### src/rtl/e1fp_pkg.sv
package e1fp_pkg;

  localparam int TS_BITS       = 8;   // bits per timeslot
  localparam int TS_PER_FRAME  = 32;  // timeslots on a plain link
  localparam int MUX_LINKS     = 4;   // links interleaved in multiplexed form
  localparam int FRAMES_PER_MF = 16;  // frames per CRC or signaling multiframe
  localparam int OFF_W         = 7;
  localparam int MODE_W        = 3;

  localparam int FRAME_BITS     = TS_BITS * TS_PER_FRAME;
  localparam int MUX_FRAME_BITS = FRAME_BITS * MUX_LINKS;
  localparam int POS_W          = $clog2(MUX_FRAME_BITS);
  localparam int FRM_W          = $clog2(FRAMES_PER_MF);
  localparam int TS_SHIFT       = $clog2(TS_BITS);
  localparam int LINK_SHIFT     = $clog2(MUX_LINKS);
  localparam int STD_OFF_W      = $clog2(TS_PER_FRAME);

  localparam logic [MODE_W-1:0] MODE_BASIC    = 3'd0;
  localparam logic [MODE_W-1:0] MODE_CRCMF    = 3'd1;
  localparam logic [MODE_W-1:0] MODE_SIGMF    = 3'd2;
  localparam logic [MODE_W-1:0] MODE_COMBO    = 3'd3;
  localparam logic [MODE_W-1:0] MODE_OVERHEAD = 3'd4;

  typedef struct packed {
    logic [MODE_W-1:0] mode;
    logic              inv;
    logic [OFF_W-1:0]  off;
    logic              mux;
  } fpCfg_t;

  // Strobes and position from control to datapath
  typedef struct packed {
    logic [POS_W-1:0] bitPos;
    logic [FRM_W-1:0] crcFrm;
    logic [FRM_W-1:0] sigFrm;
    logic             lastBit;
    fpCfg_t           cfg;
  } fpStrobe_t;

endpackage

### src/rtl/e1fp_ctrl.sv
module e1fp_ctrl
  import e1fp_pkg::*;
(
  input  logic      clk,
  input  logic      rstN,
  input  logic      frameStart,
  input  logic      crcMfStart,
  input  logic      sigMfStart,
  input  fpCfg_t    cfgIn,
  output fpStrobe_t strb
);

  localparam logic [POS_W-1:0] LAST_STD = POS_W'(FRAME_BITS - 1);
  localparam logic [POS_W-1:0] LAST_MUX = POS_W'(MUX_FRAME_BITS - 1);
  localparam logic [FRM_W-1:0] LAST_FRM = FRM_W'(FRAMES_PER_MF - 1);

  logic [POS_W-1:0] bitCnt;
  logic [FRM_W-1:0] crcCnt;
  logic [FRM_W-1:0] sigCnt;
  fpCfg_t           cfgQ;

  logic [POS_W-1:0] curBit;
  logic [FRM_W-1:0] curCrc;
  logic [FRM_W-1:0] curSig;
  logic             atLast;

  function automatic logic [FRM_W-1:0] frmInc(input logic [FRM_W-1:0] f);
    return (f == LAST_FRM) ? '0 : f + 1'b1;
  endfunction

  // references realign the counters in the bit they mark
  always_comb begin
    curBit = frameStart ? '0 : bitCnt;
    curCrc = crcMfStart ? '0 : crcCnt;
    curSig = sigMfStart ? '0 : sigCnt;
    atLast = (curBit == (cfgQ.mux ? LAST_MUX : LAST_STD));
  end

  always_ff @(posedge clk or negedge rstN) begin
    if (!rstN) begin
      bitCnt <= '0;
      crcCnt <= '0;
      sigCnt <= '0;
      cfgQ   <= '0;
    end else begin
      bitCnt <= atLast ? '0 : curBit + 1'b1;
      crcCnt <= atLast ? frmInc(curCrc) : curCrc;
      sigCnt <= atLast ? frmInc(curSig) : curSig;
      if (atLast) cfgQ <= cfgIn;   // boundary-only update
    end
  end

  always_comb begin
    strb.bitPos  = curBit;
    strb.crcFrm  = curCrc;
    strb.sigFrm  = curSig;
    strb.lastBit = atLast;
    strb.cfg     = cfgQ;
  end

endmodule

### src/rtl/e1fp_dpath.sv
module e1fp_dpath
  import e1fp_pkg::*;
(
  input  logic      clk,
  input  logic      rstN,
  input  fpStrobe_t strb,
  output logic      fsyncOut
);

  localparam logic [POS_W:0]     LEN_STD  = (POS_W+1)'(FRAME_BITS);
  localparam logic [POS_W:0]     LEN_MUX  = (POS_W+1)'(MUX_FRAME_BITS);
  localparam logic [OFF_W-1:0]   STD_MASK = OFF_W'((1 << STD_OFF_W) - 1);
  localparam logic [FRM_W-1:0]   LAST_FRM = FRM_W'(FRAMES_PER_MF - 1);
  localparam logic [POS_W-1:0]   OH_MID   = POS_W'(TS_PER_FRAME / 2);

  logic [POS_W:0]   frameLen;
  logic [OFF_W-1:0] offEff;
  logic [POS_W:0]   offBits;
  logic [POS_W:0]   sum;
  logic             wrapV;
  logic [POS_W:0]   vFull;
  logic [POS_W-1:0] vBit;
  logic             frameHit;
  logic             secondBit;

  logic [1:0][FRM_W-1:0] mfNow;
  logic [1:0][FRM_W-1:0] mfAhead;
  logic [1:0]            mfHead;

  logic [POS_W-1:0] tsIdx;
  logic [POS_W-1:0] linkTs;
  logic             ohHit;

  logic comboQ;
  logic comboNext;
  logic active;

  // plain link keeps only the low offset bits
  // look ahead by the offset, carrying into the next frame
  always_comb begin
    frameLen  = strb.cfg.mux ? LEN_MUX : LEN_STD;
    offEff    = strb.cfg.mux ? strb.cfg.off : (strb.cfg.off & STD_MASK);
    offBits   = (POS_W+1)'(offEff) << TS_SHIFT;
    sum       = {1'b0, strb.bitPos} + offBits;
    wrapV     = (sum >= frameLen);
    vFull     = wrapV ? (sum - frameLen) : sum;
    vBit      = vFull[POS_W-1:0];
    frameHit  = (vBit == '0);
    secondBit = (vBit == POS_W'(1));
  end

  assign mfNow[0] = strb.crcFrm;
  assign mfNow[1] = strb.sigFrm;

  // One lookahead path per multiframe kind (0 = CRC, 1 = signaling)
  for (genvar g = 0; g < 2; g++) begin : gMfLook
    assign mfAhead[g] = !wrapV ? mfNow[g]
                      : ((mfNow[g] == LAST_FRM) ? '0 : mfNow[g] + 1'b1);
    assign mfHead[g]  = frameHit && (mfAhead[g] == '0);
  end

  // overhead timeslots from the unshifted position
  always_comb begin
    tsIdx  = strb.bitPos >> TS_SHIFT;
    linkTs = strb.cfg.mux ? (tsIdx >> LINK_SHIFT) : tsIdx;
    ohHit  = (linkTs == '0) || (linkTs == OH_MID);
  end

  // set on signaling head, clear on second bit of CRC multiframe
  always_comb begin
    comboNext = comboQ;
    if (mfHead[1])
      comboNext = 1'b1;
    else if (secondBit && (mfAhead[0] == '0))
      comboNext = 1'b0;
  end

  always_comb begin
    case (strb.cfg.mode)
      MODE_BASIC:    active = frameHit;
      MODE_CRCMF:    active = mfHead[0];
      MODE_SIGMF:    active = mfHead[1];
      MODE_COMBO:    active = comboNext;
      MODE_OVERHEAD: active = ohHit;
      default:       active = 1'b0;
    endcase
  end

  always_ff @(posedge clk or negedge rstN) begin
    if (!rstN) begin
      comboQ   <= 1'b0;
      fsyncOut <= 1'b0;
    end else begin
      comboQ   <= comboNext;
      fsyncOut <= active ^ strb.cfg.inv;
    end
  end

endmodule

### src/rtl/e1_rx_fsync_gen.sv
module e1_rx_fsync_gen
  import e1fp_pkg::*;
(
  input  logic              clk,
  input  logic              rstN,
  input  logic              frameStart,
  input  logic              crcMfStart,
  input  logic              sigMfStart,
  input  logic              muxMode,
  input  logic [MODE_W-1:0] fsMode,
  input  logic              fsInvert,
  input  logic [OFF_W-1:0]  tsOffset,
  output logic              fsyncOut
);

  fpCfg_t    cfgIn;
  fpStrobe_t strb;

  always_comb begin
    cfgIn.mode = fsMode;
    cfgIn.inv  = fsInvert;
    cfgIn.off  = tsOffset;
    cfgIn.mux  = muxMode;
  end

  e1fp_ctrl u_ctrl (
    .clk        (clk),
    .rstN       (rstN),
    .frameStart (frameStart),
    .crcMfStart (crcMfStart),
    .sigMfStart (sigMfStart),
    .cfgIn      (cfgIn),
    .strb       (strb)
  );

  e1fp_dpath u_dpath (
    .clk      (clk),
    .rstN     (rstN),
    .strb     (strb),
    .fsyncOut (fsyncOut)
  );

endmodule

### config.mk
export PLATFORM = sky130hd
export DESIGN_NAME = e1_rx_fsync_gen
export DESIGN_NICKNAME = d
export VERILOG_FILES = /design/src/rtl/e1fp_pkg.sv /design/src/rtl/e1fp_ctrl.sv /design/src/rtl/e1fp_dpath.sv /design/src/rtl/e1_rx_fsync_gen.sv
export SDC_FILE = /design/constraint.sdc
export NUM_CORES = 1
export LEC_CHECK = 0
export CAP_MARGIN = 10
export CORE_MARGIN = 3
export CORE_UTILIZATION = 45
export DETAILED_ROUTE_END_ITERATION = 10
export DONT_BUFFER_PORTS = 1
export GPL_TIMING_DRIVEN = 0
export PLACE_DENSITY = 0.65
export SYNTH_ARGS = -nofsm -noshare
export SYNTH_HDL_FRONTEND = slang
export SYNTH_HIERARCHICAL = 1
export SYNTH_SLANG_ARGS = --single-unit
### constraint.sdc
create_clock -name clk -period 3.91 [get_ports clk]
set_clock_uncertainty 0.1 [all_clocks]
set_input_delay 0.1955 -clock clk [delete_from_list [all_inputs] [get_ports clk]]
set_output_delay 0.1955 -clock clk [all_outputs]
set_load 0.01 [all_outputs]
# After elaboration in Yosys (flattened, before gate mapping)
# Cells that the tools add are included.
# word_totals
regBits	32
inputBits	17
# classes
n_mux	18
eq_ne	9
addsub	5
order_cmp	1
bitwise	1
reduce_logical	9
# op_table
cell	count
2-to-1 mux 10 bit	4
2-to-1 mux 4 bit	8
logical NOT 10 bit	2
2-to-1 mux 7 bit	2
adder 10 x 10 -> 11 bit	1
greater-or-equal comparator 11 bit	1
2-to-1 mux 11 bit	1
adder 10 x 1 -> 10 bit, second input constant	1
== test 10 x 1 -> 1 bit, second input constant	1
== test 10 bit	1
== test 10 x 5 -> 1 bit, second input constant	1
subtractor 10 bit	1
adder 4 x 1 -> 4 bit, second input constant	2
== test 4 bit, second input constant	2
logical NOT 4 bit	2
== test 3 x 2 -> 1 bit, second input constant	2
one-hot mux 1 bit (5 select lines)	1
== test 3 x 1 -> 1 bit, second input constant	1
== test 3 bit, second input constant	1
logical AND 1 bit	3
logical NOT 3 bit	1
2-to-1 mux 1 bit	2
logical OR 1 bit	1
XOR 1 bit	1

# Depth between registers and ports, before layout
# logic_depth
depth_word	10
mapped_depth	15
mapped_depth_nobuf	15

# Cells and area by module
# Netlist, hierarchy kept.
# modules_own_cells
module	area_per_inst_um2	instances	seq_area_each_um2	cells_each
e1fp_ctrl	1465.2	1	750.7	118
e1fp_dpath	822.0	1	50.0	101

# Worst setup path after synthesis
# Ideal clock, no wire load.
# synth_timing
kind	flip-flop to flip-flop
startpoint	reg u_ctrl.bitCnt[4]
endpoint	reg u_dpath.fsyncOut
stages_incl_launch_ff	15
arrival_ns	2.945
setup_ns	0.087
path_slack_ns	0.778
path_cell_list	dfrtp_1 > inv_1 > nor2_1 > ha_1 > a211oi_1 > o21a_1 > o211ai_1 > ha_1 > nor2b_1 > nand3_1 > o32ai_2 > nor4_2 > o31ai_1 > o21ai_0 > a211oi_2
# synth_lines
item	line_no	source
from (decl)	e1fp_ctrl.sv:17	logic [POS_W-1:0] bitCnt;
from (signal assigned)	e1fp_ctrl.sv:46	bitCnt <= atLast ? '0 : curBit + 1'b1;
to (signal assigned)	e1fp_dpath.sv:95	fsyncOut <= active ^ strb.cfg.inv;
to (decl)	e1fp_dpath.sv:7	output logic fsyncOut

==> impl_results.md <==
- Initial antenna violation count: 0
- Wire per inst: approximately 15 um
- HPWL Detailed: about 3500 um
- Setup-failing EPs final: 0
- Final Max Slew Viols: 0
- Worst Hold End: u_ctrl/crcCnt[3]
- Max Freq: 281.5 MHz
- Root Driver: clkbuf_8
- Max FO, Critical Path: 3
- Worst slew pin tran: 0.5586 ns
- R2R Setup Slk: 0.36 ns
- Via density: 5.615
- PortBufs: 0
- # H-tree levels: 2
- Sink Count: 32
- FF-to-FF End: u_dpath/fsyncOut
- Die Width: 77.18 um
- Worst Path Arrival: 3.65 ns
- Gpl congestion: 0.8355
- Clock-pin slew of the registers on the worst-case setup and hold paths: about 0.06 ns
- Row cnt: 25
- Gr ovfl total: 0
- Critical Path Start Type: flip-flop
- Share of layout cells above drive strength 1: 0.1772
- Fill count: 449
- Global-route wire length before repair: 8155 um
- Yosys warns: 6
- Initial Util: 0.4732
- Mapped Area: 0.002280 mm2
- Vias in the first global route: ~1,700
- CTS Buf Count: 5
- Worst EP required: 4.01 ns
- Clock Path Buffers: 2
- Clk_lat worst skew: between 0.2 and 0.3 ns
- Leakage: 1.259 nW
- Final Power: about 0.00062 W
- Period utilisation layout: 0.9086
- WHS Path Cells: 2
- Crit path cell chain: inv_1 > nor2_2 > ha_1 > a211oi_2 > o21a_1 > o211ai_1 > ha_1 > nor2b_1 > nand3_1 > o32ai_2 > nor4_2 > o31ai_1 > o21ai_0 > a211oi_2
- Total number of vias: 1,707
- Pre-antenna DRT Iters: 4
- Relative slew slack: 0.6268
- Iteration-0 DRC Markers: 68
- Multi-input logic area: 0.001433 mm2
- Ant. Diodes: 0
- Core Area: about 0.0048 mm2
- Final hold vios: 0
- Gr usage total: 0.1737
- Setup TNS: 0 ns
- P per Cell Area: ~240 mW/mm2
- Final Cell Area: 0.002590 mm2
- HP Start: crcMfStart
- Final WL: 4657 um
- Slowest stage cell, crit path: dfrtp_1
- CP peak stage delay: 0.41 ns
- Final routed DRC violation total: 0
- Post-CTS Setup Bufs: 0
- Critical setup path kind: flip-flop to flip-flop
- Post-Syn Nets: 250
- Worst Setup End Kind: flip-flop
- Post-Place Cell Area: 0.002364 mm2
- R2r worst-path depth: 14
- CTS tree: built
- WHS: just under 0.04 ns
- Die area: 0.005956 mm2
- Status: completed
- Clock period minus worst slack: 3.553 ns
- Top-level I/O count: 18
- Synth Instances: 218
- Peak VDD IR: 0.1076 mV
- NumNets Final: 271
- Die Y: approximately 77 um
- Largest net degree at the start of global routing: 33
- Sequential Area: 800.8 um2
- Worst r2r src: u_ctrl/bitCnt[4]
- RSZ-0062 raised after global routing: no
- Max-cap viol count: 0
- P&R area growth vs syn: 13.61%
- HP Class: input pin to flip-flop
- Final ANT Viol Nets: 0
- Avg Cell Area, Syn: 10.46 um2
## stage by stage
step	setup WS [ns]	util	instances
6_report	0.3572	0.5377	304
5_1_grt	0.03953	0.5377	304
4_1_cts	0.2310	0.5361	304
3_5_place_dp	0.2447	0.4906	285
3_3_place_gp	0.3251	0.4906	285
2_1_floorplan	0.7781	-	218
## registers in the layout, indices dropped and copies added, names as in the netlist
| register | count |
|---|---|
| u_ctrl/strb | 12 |
| u_ctrl/bitCnt | 10 |
| u_dpath/comboQ | 1 |
| u_ctrl/sigCnt | 4 |
| u_ctrl/crcCnt | 4 |
| u_dpath/fsyncOut | 1 |
## timing repair
item | CTS | global route
gates resized for setup | 0 | 2
hold endpoints to repair | 44 | 0
hold buffers | 14 | 0
setup endpoints to repair | 0 | 1
## layout make-up
class | count | area share
Timing Repair Buffer | 14 | 0.05797
Clock buffer | 5 | 0.02657
Inverter | 10 | 0.01449
Tap cell | 67 | 0.03237
Multi-Input combinational cell | 174 | 0.5531
Buffer | 2 | 0.006280
Sequential cell | 32 | 0.3092
## layout by cell type, fill, tap and decap left out, types with 5 or more instances in the layout
| master | count |
|---|---|
| nor3_1 | 7 |
| inv_1 | 9 |
| o21ai_0 | 7 |
| mux2_2 | 9 |
| xnor2_1 | 9 |
| xor2_1 | 5 |
| nor2_1 | 12 |
| ha_1 | 14 |
| nor2b_1 | 22 |
| dfrtp_1 | 32 |
| nand3_1 | 5 |
| mux2_4 | 6 |
| clkbuf_8 | 5 |
| dlygate4sd3_1 | 13 |
| a21oi_1 | 6 |
| nand4b_1 | 5 |
## critical path, delay by kind of cell (launching register included)
kind / cells / cell delay [ns]
AO/OA/AOI/OAI: 7 / 1.60
AND/OR/NAND/NOR: 4 / 0.66
adder cells (fa/ha/maj): 2 / 0.61
flip-flops: 1 / 0.41
buffers and inverters: 1 / 0.11
## per-layer routing
layer  global-route usage  routed length [um]  vias up
li1                     -                   -      837
met1               0.2288                2257      839
met2               0.2712                2145       22
met3              0.04108                 143        9
met4              0.07473                 110        0
met5                    0                   0        -
## worst max path at each step
stage,startpoint,endpoint,slack [ns],depth (start not counted)
global placement,u_ctrl/bitCnt[4],u_dpath/fsyncOut,0.33,14
floorplan,u_ctrl/bitCnt[4],u_dpath/fsyncOut,0.78,14
CTS,u_ctrl/bitCnt[4],u_dpath/fsyncOut,0.23,14
finish,u_ctrl/bitCnt[4],u_dpath/fsyncOut,0.36,14
global route,u_ctrl/bitCnt[4],u_dpath/fsyncOut,0.04,14
detailed placement,u_ctrl/bitCnt[4],u_dpath/fsyncOut,0.24,14
## report_power, final
group	leakage [nW]	switching (W)	total [W]	internal, W
Combinational	0.788	0.0000251	0.0000515	0.0000264
Clock	0.0359	0.000114	0.000229	0.000115
Sequential	0.435	0.00000592	0.000345	0.000339
Total	1.26	0.000145	0.000625	0.000480
Power figures use the tool's default switching activity.
